===== src/rtl/ntt_butterfly_pe.sv =====
module ntt_butterfly_pe #(
  parameter int Q  = 3329,
  parameter int W  = 12,
  parameter int RB = 16,
  parameter int BK = 24
) (
  input  logic         clk,
  input  logic         rst_n,
  input  logic         in_valid,
  input  logic [W-1:0] in_a,
  input  logic [W-1:0] in_b,
  input  logic [W-1:0] in_w,
  output logic         out_valid,
  output logic [W-1:0] out_sum,
  output logic [W-1:0] out_dif
);

  function automatic longint neg_inv(longint q, int rb);
    longint m, inv;
    m = longint'(1) << rb;
    inv = q;
    for (int i = 0; i < 6; i++)
      inv = (inv * (2 - ((q * inv) & (m - 1)))) & (m - 1);
    return (m - inv) & (m - 1);
  endfunction

  localparam int           TW = RB + W + 1;
  localparam logic [W:0]   QE = (W+1)'(Q);
  localparam logic [RB-1:0] QP = RB'(neg_inv(longint'(Q), RB));
  localparam logic [W+BK:0] BM = (W+BK+1)'((longint'(1) << BK) / Q);

  function automatic logic [W-1:0] barrett(input logic [W:0] x);
    logic [W+BK:0] prod;
    logic [W:0]    qh, r;
    prod = (W+BK+1)'(x) * BM;
    qh   = prod[BK +: W+1];
    r    = x - (W+1)'(qh * QE);
    return (r >= QE) ? W'(r - QE) : W'(r);
  endfunction

  logic         v1, v2, v3;
  logic [W-1:0] a1, b1, w1, a2, a3, r3;
  logic [2*W-1:0] p2;

  logic [RB-1:0] m_lo;
  logic [TW-1:0] tsum;
  logic [W:0]    tq;
  logic [W-1:0]  mont;
  logic [W:0]    sum3, dif3;

  assign m_lo = RB'(p2[RB-1:0] * QP);
  assign tsum = TW'(p2) + TW'(m_lo) * TW'(Q);
  assign tq   = tsum[TW-1:RB];
  assign mont = (tq >= QE) ? W'(tq - QE) : W'(tq);
  assign sum3 = {1'b0, a3} + {1'b0, r3};
  assign dif3 = {1'b0, a3} + QE - {1'b0, r3};

  always_ff @(posedge clk or negedge rst_n) begin
    if (!rst_n) begin
      v1 <= 1'b0; v2 <= 1'b0; v3 <= 1'b0; out_valid <= 1'b0;
      a1 <= '0; b1 <= '0; w1 <= '0;
      a2 <= '0; p2 <= '0;
      a3 <= '0; r3 <= '0;
      out_sum <= '0; out_dif <= '0;
    end else begin
      v1 <= in_valid;
      v2 <= v1;
      v3 <= v2;
      out_valid <= v3;
      if (in_valid) begin
        a1 <= in_a; b1 <= in_b; w1 <= in_w;
      end
      if (v1) begin
        a2 <= a1;
        p2 <= w1 * b1;
      end
      if (v2) begin
        a3 <= a2;
        r3 <= mont;
      end
      if (v3) begin
        out_sum <= barrett(sum3);
        out_dif <= barrett(dif3);
      end
    end
  end

endmodule



===== config.mk =====
export PLATFORM = sky130hd
export DESIGN_NAME = ntt_butterfly_pe
export DESIGN_NICKNAME = d
export VERILOG_FILES = /design/src/rtl/ntt_butterfly_pe.sv
export SDC_FILE = /design/constraint.sdc
export NUM_CORES = 1
export LEC_CHECK = 0
export BUFFER_PORTS_ARGS = -buffer_cell sky130_fd_sc_hd__buf_4
export CAP_MARGIN = 20
export CORE_MARGIN = 2
export CORE_UTILIZATION = 55
export DETAILED_ROUTE_END_ITERATION = 16
export PLACE_DENSITY = 0.83
export RECOVER_POWER = 50
export SYNTH_ARGS = -nofsm -noshare
export SYNTH_HDL_FRONTEND = slang
export SYNTH_SLANG_ARGS = --single-unit

===== constraint.sdc =====
create_clock -name clk -period 30.3 [get_ports clk]
set_input_delay 3.03 -clock clk [delete_from_list [all_inputs] [get_ports clk]]
set_output_delay 3.03 -clock clk [all_outputs]
set_load 0.05 [all_outputs]

==> impl_metrics.tcl, run 1 <==
set metrics [dict create \
    status "complete, but fails checks" \
    violations "capacitance limit, slew limit" \
    crit_top_cell "inv_1" \
    hpwlAfterDp_um 43090 \
    grt_pass1_vias 18510 \
    ys_seq_area_frac 0.1331 \
    nFillCells 3339 \
    std_cell_rows 75 \
    multi_input_area_um2 17770 \
    period_needed_ps 11080 \
    ctsHoldBuffers 0 \
    synth_cell_type_count 78 \
    synthTopCellsByArea "fa_1, ha_1, dfrtp_1" \
    port_buffers 63 \
    cts_root_buf "clkbuf_16" \
    antenna_found_initial 0 \
    finalMaxSlewViolations 266 \
    routed_wl_um 51530 \
    ctsResizeCount 0 \
    setup_viol 0 \
    gp_congestion 0.9464 \
    synth_seq_cells 124 \
    tightest_slew_ps 3293 \
    fin_nets 3245 \
    start_kind "flop" \
    cts_tree "done" \
    seq_area_um2 3103 \
    syn_inst 2425 \
    antenna_left 0 \
    whs_ps 488.7 \
    crit_required_ps 30630 \
    layout_commonest_cell "inv_1" \
    fp.coreArea_um2 41850 \
    grt_max_degree 80 \
    cp.arrival_ps 11410 \
    grt_pass1_wl_um 88910 \
    cp-end-kind "flop" \
    netlist.area_leader.share 0.2635 \
    crit_type "flop to flop" \
    grt_overflow 0 \
    slew_headroom -1.196 \
    diodes 0 \
    syn-num-nets 3207 \
    grt_usage 0.2491 \
    cts_setup_buffers 0 \
    cpMaxStageDelayCell "xnor3_1" \
    firstDrtPassIters 5 \
    syn2layout_area_growth_pct 6.675 \
    async_reset_ff_frac 1.000 \
    synth_area_um2 23320 \
    drt-initial-drc-count 1050 \
    clock_sinks 124 \
    vias 16810 \
    cpPeakStageDelay_ps 560 \
    period_share 0.3656 \
    vias_per_cell 5.577 \
    yosysWarnings 0 \
    final_layout_size_suffix_gt1_frac 0.08118 \
    fp.dieW_um 209.9 \
    clkTransAtPathRegs_ps 70 \
    rsz0062_at_grt "no" \
    layout_common_cells "inv_1, ha_1, fa_1" \
    num_io_pins 64 \
    wl_per_cell_um 17.09 \
    clock.fmax_ghz 0.09026 \
    cap_violations 6 \
    ys.flop_type "dfrtp_1" \
    r2r_cells 45 \
    clockBufferDepth 2 \
    finalHoldViolCount 0 \
    tritoncts.num_buffers 17 \
    synth_area_per_cell_um2 9.616 \
    fin_worst_skew_ps 7.976 \
    synth_top_area_cell "fa_1" \
    synth_edf_count 0 \
    clk_latency_ps 450 \
    hp-class "flop to flop" \
    h-tree-depth 4 \
    start_util 0.5572 \
    worstPathMaxFanout 11 \
    finalSetupTns_ps 0 \
    drc_errors 0 \
    die-height_um 209.9 \
    die-area_um2 44060 \
    worstHoldPathCells 2 \
]
## flip-flops by register name (all words and copies together) (netlist names), 12 cells and up
signal   count
a3          12
b1          12
out_sum     12
a2          12
w1          12
a1          12
out_dif     12
r3          12
p2          24
## worst max-delay path: cells and delay by family, from the launching register on
family	cells	cell delay, ps
mux	2	620
flops	1	380
xor+xnor	5	1820
fa+ha+maj	11	4060
compound gates	12	2290
simple gates	6	1030
buf+inv	9	750
## routing by layer
metal	global-route usage	share of wire
met5	0	0
met4	0.09464	0.034
met3	0.02993	0.041
met2	0.4493	0.51
met1	0.3053	0.42
## synthesized netlist by cell type (18+ instances only)
cell type,n
and2_1,59
dfrtp_1,124
o21ai_0,51
fa_1,307
mux2_2,76
inv_1,591
xnor2_1,85
nor2_1,83
ha_1,436
a21oi_1,62
nor3_1,24
o21a_1,18
a21o_1,26
clkbuf_1,44
nand3_1,27
xor2_1,33
nand2_1,148
## area by class of cell
| cell class | count | share of cell area |
|---|---|---|
| multi-input combinational | 1656 | 0.7144 |
| inverter | 594 | 0.08983 |
| sequential | 124 | 0.1247 |
| tap | 539 | 0.02711 |
| timing repair buffer | 70 | 0.02007 |
| clock buffer | 17 | 0.01710 |
| clock inverter | 15 | 0.006740 |
## cell families after synthesis
logic type,after synthesis,share of synthesized area
buffers and inverters,645,0.1048
flip-flops,124,0.1331
AND/OR/NAND/NOR,411,0.08510
multiplexers,85,0.04078
AO/OA/AOI/OAI,293,0.08864
XOR/XNOR,124,0.05011
adder cells (fa/ha/maj),743,0.4975
## final timing paths
| check | startpoint | to | slack [ps] |
|---|---|---|---|
| min in group asynchronous | rst_n | out_sum[3] | 3340 |
| max in group asynchronous | rst_n | b1[8] | 21980 |
| worst min register to register | a2[10] | a3[10] | 490 |
| worst min-delay path | a2[10] | a3[10] | 490 |
| worst max register to register | a3[1] | out_dif[7] | 19220 |
| worst max-delay path | a3[1] | out_dif[7] | 19220 |
## metrics by stage
stage / instance area (um2) / instances / worst slack, ps / util
finish: 24880 / 3015 / 19220 / 0.5944
detailed placement: 24300 / 2982 / 19380 / 0.5807
CTS: 24900 / 3014 / 19360 / 0.5948
global placement: 24300 / 2982 / 19650 / 0.5807
global route: 24880 / 3015 / 18490 / 0.5944
floorplan: 23320 / 2425 / 20530 / -
Power of run 1 is not shown: default switching activity piles up to over one toggle a cycle in this logic, so the estimate is an artifact.
==> run 2: changes to the inputs <==
==> constraint.sdc (replaced) <==
create_clock -name clk -period 11.25 [get_ports clk]
set_input_delay 1.125 -clock clk [delete_from_list [all_inputs] [get_ports clk]]
set_output_delay 1.125 -clock clk [all_outputs]
set_load 0.05 [all_outputs]
==> impl_metrics.tcl, run 2 (same netlist as run 1, synthesis figures left out) <==
set metrics [dict create \
    crit_top_cell "inv_1" \
    cpMaxStageDelayCell "fa_1" \
    syn2layout_area_growth_pct 7.528 \
    vias 16770 \
    slew_headroom -1.796 \
    h-tree-depth 4 \
    wl_per_cell_um 16.70 \
    port_buffers 63 \
    grt_pass1_vias 18030 \
    start_kind "flop" \
    vias_per_cell 5.530 \
    multi_input_area_um2 17850 \
    nFillCells 3342 \
    cp-end-kind "flop" \
    clockBufferDepth 2 \
    finalHoldViolCount 0 \
    crit_required_ps 11580 \
    cap_violations 3 \
    die-area_um2 44060 \
    grt_pass1_wl_um 85620 \
    clock_sinks 124 \
    antenna_found_initial 0 \
    worstPathMaxFanout 7 \
    largest_register_ffs 24 \
    layout_commonest_cell "inv_1" \
    hpwlAfterDp_um 42150 \
    tightest_slew_ps 4194 \
    utilization 0.5991 \
    std_cell_rows 75 \
    grt_usage 0.2394 \
    setup_viol 0 \
    ctsHoldBuffers 0 \
    firstDrtPassIters 5 \
    gp_congestion 0.9183 \
    seq_area_um2 3103 \
    antenna_left 0 \
    crit_type "flop to flop" \
    drc_errors 0 \
    fin_nets 3263 \
    start_util 0.5572 \
    clk_latency_ps 450 \
    clkTransAtPathRegs_ps 60 \
    num_io_pins 64 \
    final_cells 3033 \
    hp-class "flop to flop" \
    grt_max_degree 77 \
    cp_num_buf_inv 9 \
    period_share 0.9594 \
    regMostFlops "p2" \
    whs_ps 487.2 \
    fp.dieW_um 209.9 \
    drt-initial-drc-count 868 \
    tritoncts.num_buffers 17 \
    layout_common_cells "inv_1, ha_1, fa_1" \
    period_needed_ps 10790 \
    clock.fmax_ghz 0.09265 \
    violations "capacitance limit, slew limit" \
    status "complete, but fails checks" \
    diodes 0 \
    cts_root_buf "clkbuf_16" \
    cts_tree "done" \
    finalMaxSlewViolations 159 \
    grt_overflow 0 \
    critPathTopFamily "adder cells" \
    cp.arrival_ps 11120 \
    cpPeakStageDelay_ps 540 \
    placed_cells 2993 \
    final_layout_size_suffix_gt1_frac 0.09102 \
    finalSetupTns_ps 0 \
    fin_worst_skew_ps 8.560 \
    fp.coreArea_um2 41850 \
    die-height_um 209.9 \
    routed_wl_um 50660 \
]
run 2: changes by cell type in the layout (fill, tap and decap cells not counted), sizes merged:
| cell | previous run | this run |
|---|---|---|
| buf | 63 | 82 |
| clkinvlp | 0 | 4 |
| xnor3 | 6 | 7 |
| clkinv | 3 | 2 |
| clkbuf | 24 | 22 |
| inv | 605 | 602 |
run 2: cell type report:
class                      instances  area share
clock inverter                    15    0.006088
multi-input combinational       1657      0.7119
clock buffer                      17     0.01697
sequential                       124      0.1237
tap                              539     0.02689
timing repair buffer              87     0.02530
inverter                         594     0.08912
run 2: per-stage QoR:
step	worst slack, ps	area, um2
detailed placement	144.0	24380
global placement	560.1	24380
floorplan	1482	23320
finish	456.5	25080
CTS	22.56	24960
global route	-20.06	25080
run 2: final timing paths:
kind                       cells after the start   start  slack [ps]          to
max in group asynchronous                      2   rst_n        6490      w1[10]
setup reg to reg                              46   a3[1]         460  out_dif[7]
min in group asynchronous                      1   rst_n         500  out_sum[3]
hold reg to reg                                2  p2[22]         490      p2[22]
setup / recovery                              46   a3[1]         460  out_dif[7]
hold / removal                                 2  p2[22]         490      p2[22]
run 2: worst min-delay path, stage by stage, from the launching register on:
cell and delay [ps]:
dfrtp_1 340, nand2_1 50, o31ai_1 60
run 2: what timing repair did:
item | CTS | global route
endpoints found under the setup margin | 0 | 12
gates resized for setup | 0 | 8
buffers inserted | 0 | 7
endpoints found under the hold margin | 0 | 0
run 2: metal layers:
metal	vias up	GRT usage	routed length (um)
li1	7874	-	-
met1	8309	0.2933	21300
met2	461	0.4361	25740
met3	127	0.02723	1998
met4	0	0.08462	1622
met5	-	0	0
Power of run 2 is left out for the same reason.
==> run 3: changes to the inputs <==
--- a/config.mk
+++ b/config.mk
@@ -10,8 +10,11 @@
 export CORE_MARGIN = 2
 export CORE_UTILIZATION = 55
 export DETAILED_ROUTE_END_ITERATION = 16
+export MAX_ROUTING_LAYER = met4
 export PLACE_DENSITY = 0.83
 export RECOVER_POWER = 50
+export SKIP_CTS_REPAIR_TIMING = 1
+export SKIP_LAST_GASP = 1
 export SYNTH_ARGS = -nofsm -noshare
 export SYNTH_HDL_FRONTEND = slang
 export SYNTH_SLANG_ARGS = --single-unit
==> impl_metrics.tcl, run 3 (same netlist as run 1, synthesis figures left out) <==
set metrics [dict create \
    start_util 0.5572 \
    cap_violations 5 \
    port_buffers 63 \
    whs_ps 494.1 \
    layout_common_cells "inv_1, ha_1, fa_1" \
    slew_headroom -1.609 \
    clockBufferDepth 2 \
    grt_pass1_wl_um 86060 \
    cts_tree "done" \
    finalMaxSlewViolations 237 \
    violations "capacitance limit, slew limit" \
    firstDrtPassIters 5 \
    r2r_start "a3[0]" \
    layout_commonest_cell "inv_1" \
    fin_worst_skew_ps 9.973 \
    gp_congestion 0.9138 \
    grt_overflow 0 \
    worstHoldPathCells 2 \
    die-height_um 209.9 \
    cts_root_buf "clkbuf_16" \
    syn2layout_area_growth_pct 7.721 \
    drt-initial-drc-count 836 \
    clkTransAtPathRegs_ps 60 \
    drc_errors 0 \
    rsz0062_at_grt "yes" \
    largest_register_ffs 24 \
    grt_pass1_vias 18090 \
    routed_wl_um 51050 \
    num_io_pins 64 \
    cpMaxStageDelayCell "fa_1" \
    antenna_left 0 \
    tritoncts.num_buffers 17 \
    fp.coreArea_um2 41850 \
    finalSetupTns_ps 0 \
    final_layout_size_suffix_gt1_frac 0.09218 \
    h-tree-depth 4 \
    hpwlAfterDp_um 42620 \
    fin_nets 3264 \
    regMostFlops "p2" \
    period_needed_ps 10660 \
    die-area_um2 44060 \
    wl_per_cell_um 16.82 \
    reg2reg_to "out_sum[1]" \
    crit_type "flop to flop" \
    crit_top_cell "inv_1" \
    diodes 0 \
    setup_viol 0 \
    status "complete, but fails checks" \
    vias_per_cell 5.512 \
    antenna_found_initial 0 \
    fp.dieW_um 209.9 \
    cp.arrival_ps 10990 \
    r2r_slack_ps 590 \
    clock.fmax_ghz 0.09377 \
    cp-end-kind "flop" \
    finalHoldViolCount 0 \
    clock_sinks 124 \
    clk_latency_ps 450 \
    nFillCells 3332 \
    hold-path-endpoint "out_sum[7]" \
    tightest_slew_ps 3914 \
    worstPathMaxFanout 6 \
    hp-class "flop to flop" \
    vias 16720 \
    cpPeakStageDelay_ps 580 \
    grt_usage 0.2499 \
    period_share 0.9480 \
    grt_max_degree 84 \
    std_cell_rows 75 \
    r2r_cells 41 \
    start_kind "flop" \
    crit_required_ps 11570 \
    hold_start "out_sum[7]" \
]
run 3: critical path, delay by kind of cell (launching register included):
| kind | cells | cell delay, ps |
|---|---|---|
| DFF | 1 | 410 |
| adders and majority gates | 9 | 3520 |
| AOI/OAI and AO/OA | 14 | 3590 |
| and+or+nand+nor | 5 | 940 |
| xor gates and xnor gates | 3 | 780 |
| muxes | 1 | 250 |
| buffers and inverters | 9 | 1050 |
run 3: cell type report:
| type | count | area (um2) | share of cell area |
|---|---|---|---|
| clock buffer | 18 | 439.2 | 0.01748 |
| clock inverter | 14 | 150.1 | 0.005977 |
| inverter | 594 | 2235 | 0.08896 |
| multi-input combinational | 1657 | 17860 | 0.7110 |
| sequential | 124 | 3103 | 0.1235 |
| tap | 539 | 674.4 | 0.02685 |
| timing repair buffer | 88 | 658.1 | 0.02620 |
run 3: how the worst max path moves through the flow:
| stage | startpoint | end | slack, ps | cells after the start |
|---|---|---|---|---|
| after floorplan | a3[1] | out_dif[3] | 1480 | 45 |
| after global placement | a3[1] | out_dif[7] | 520 | 44 |
| after detailed placement | a3[1] | out_dif[7] | 200 | 45 |
| after CTS | a3[1] | out_dif[7] | 120 | 44 |
| after global routing | a3[0] | out_sum[10] | -20 | 45 |
| final | a3[0] | out_sum[1] | 590 | 41 |
run 3: stage by stage:
| stage | utilization | area, um2 | worst slack [ps] | instances |
|---|---|---|---|---|
| after detailed placement | 0.5823 | 24370 | 203.1 | 2991 |
| after floorplan | - | 23320 | 1482 | 2425 |
| after global placement | 0.5823 | 24370 | 518.5 | 2991 |
| final | 0.6002 | 25120 | 585.5 | 3034 |
| after CTS | 0.5964 | 24960 | 117.5 | 3023 |
| after global routing | 0.6002 | 25120 | -22.24 | 3034 |
run 3: metal layers:
layer	global-route usage	up-vias	part of all wire	wire length (um)
met1	0.2895	8252	0.41	20690
li1	-	7873	-	-
met4	0.08926	0	0.032	1616
met2	0.4417	471	0.52	26380
met5	-	-	0	0
met3	0.03711	127	0.046	2355
Power of run 3 is left out for the same reason.
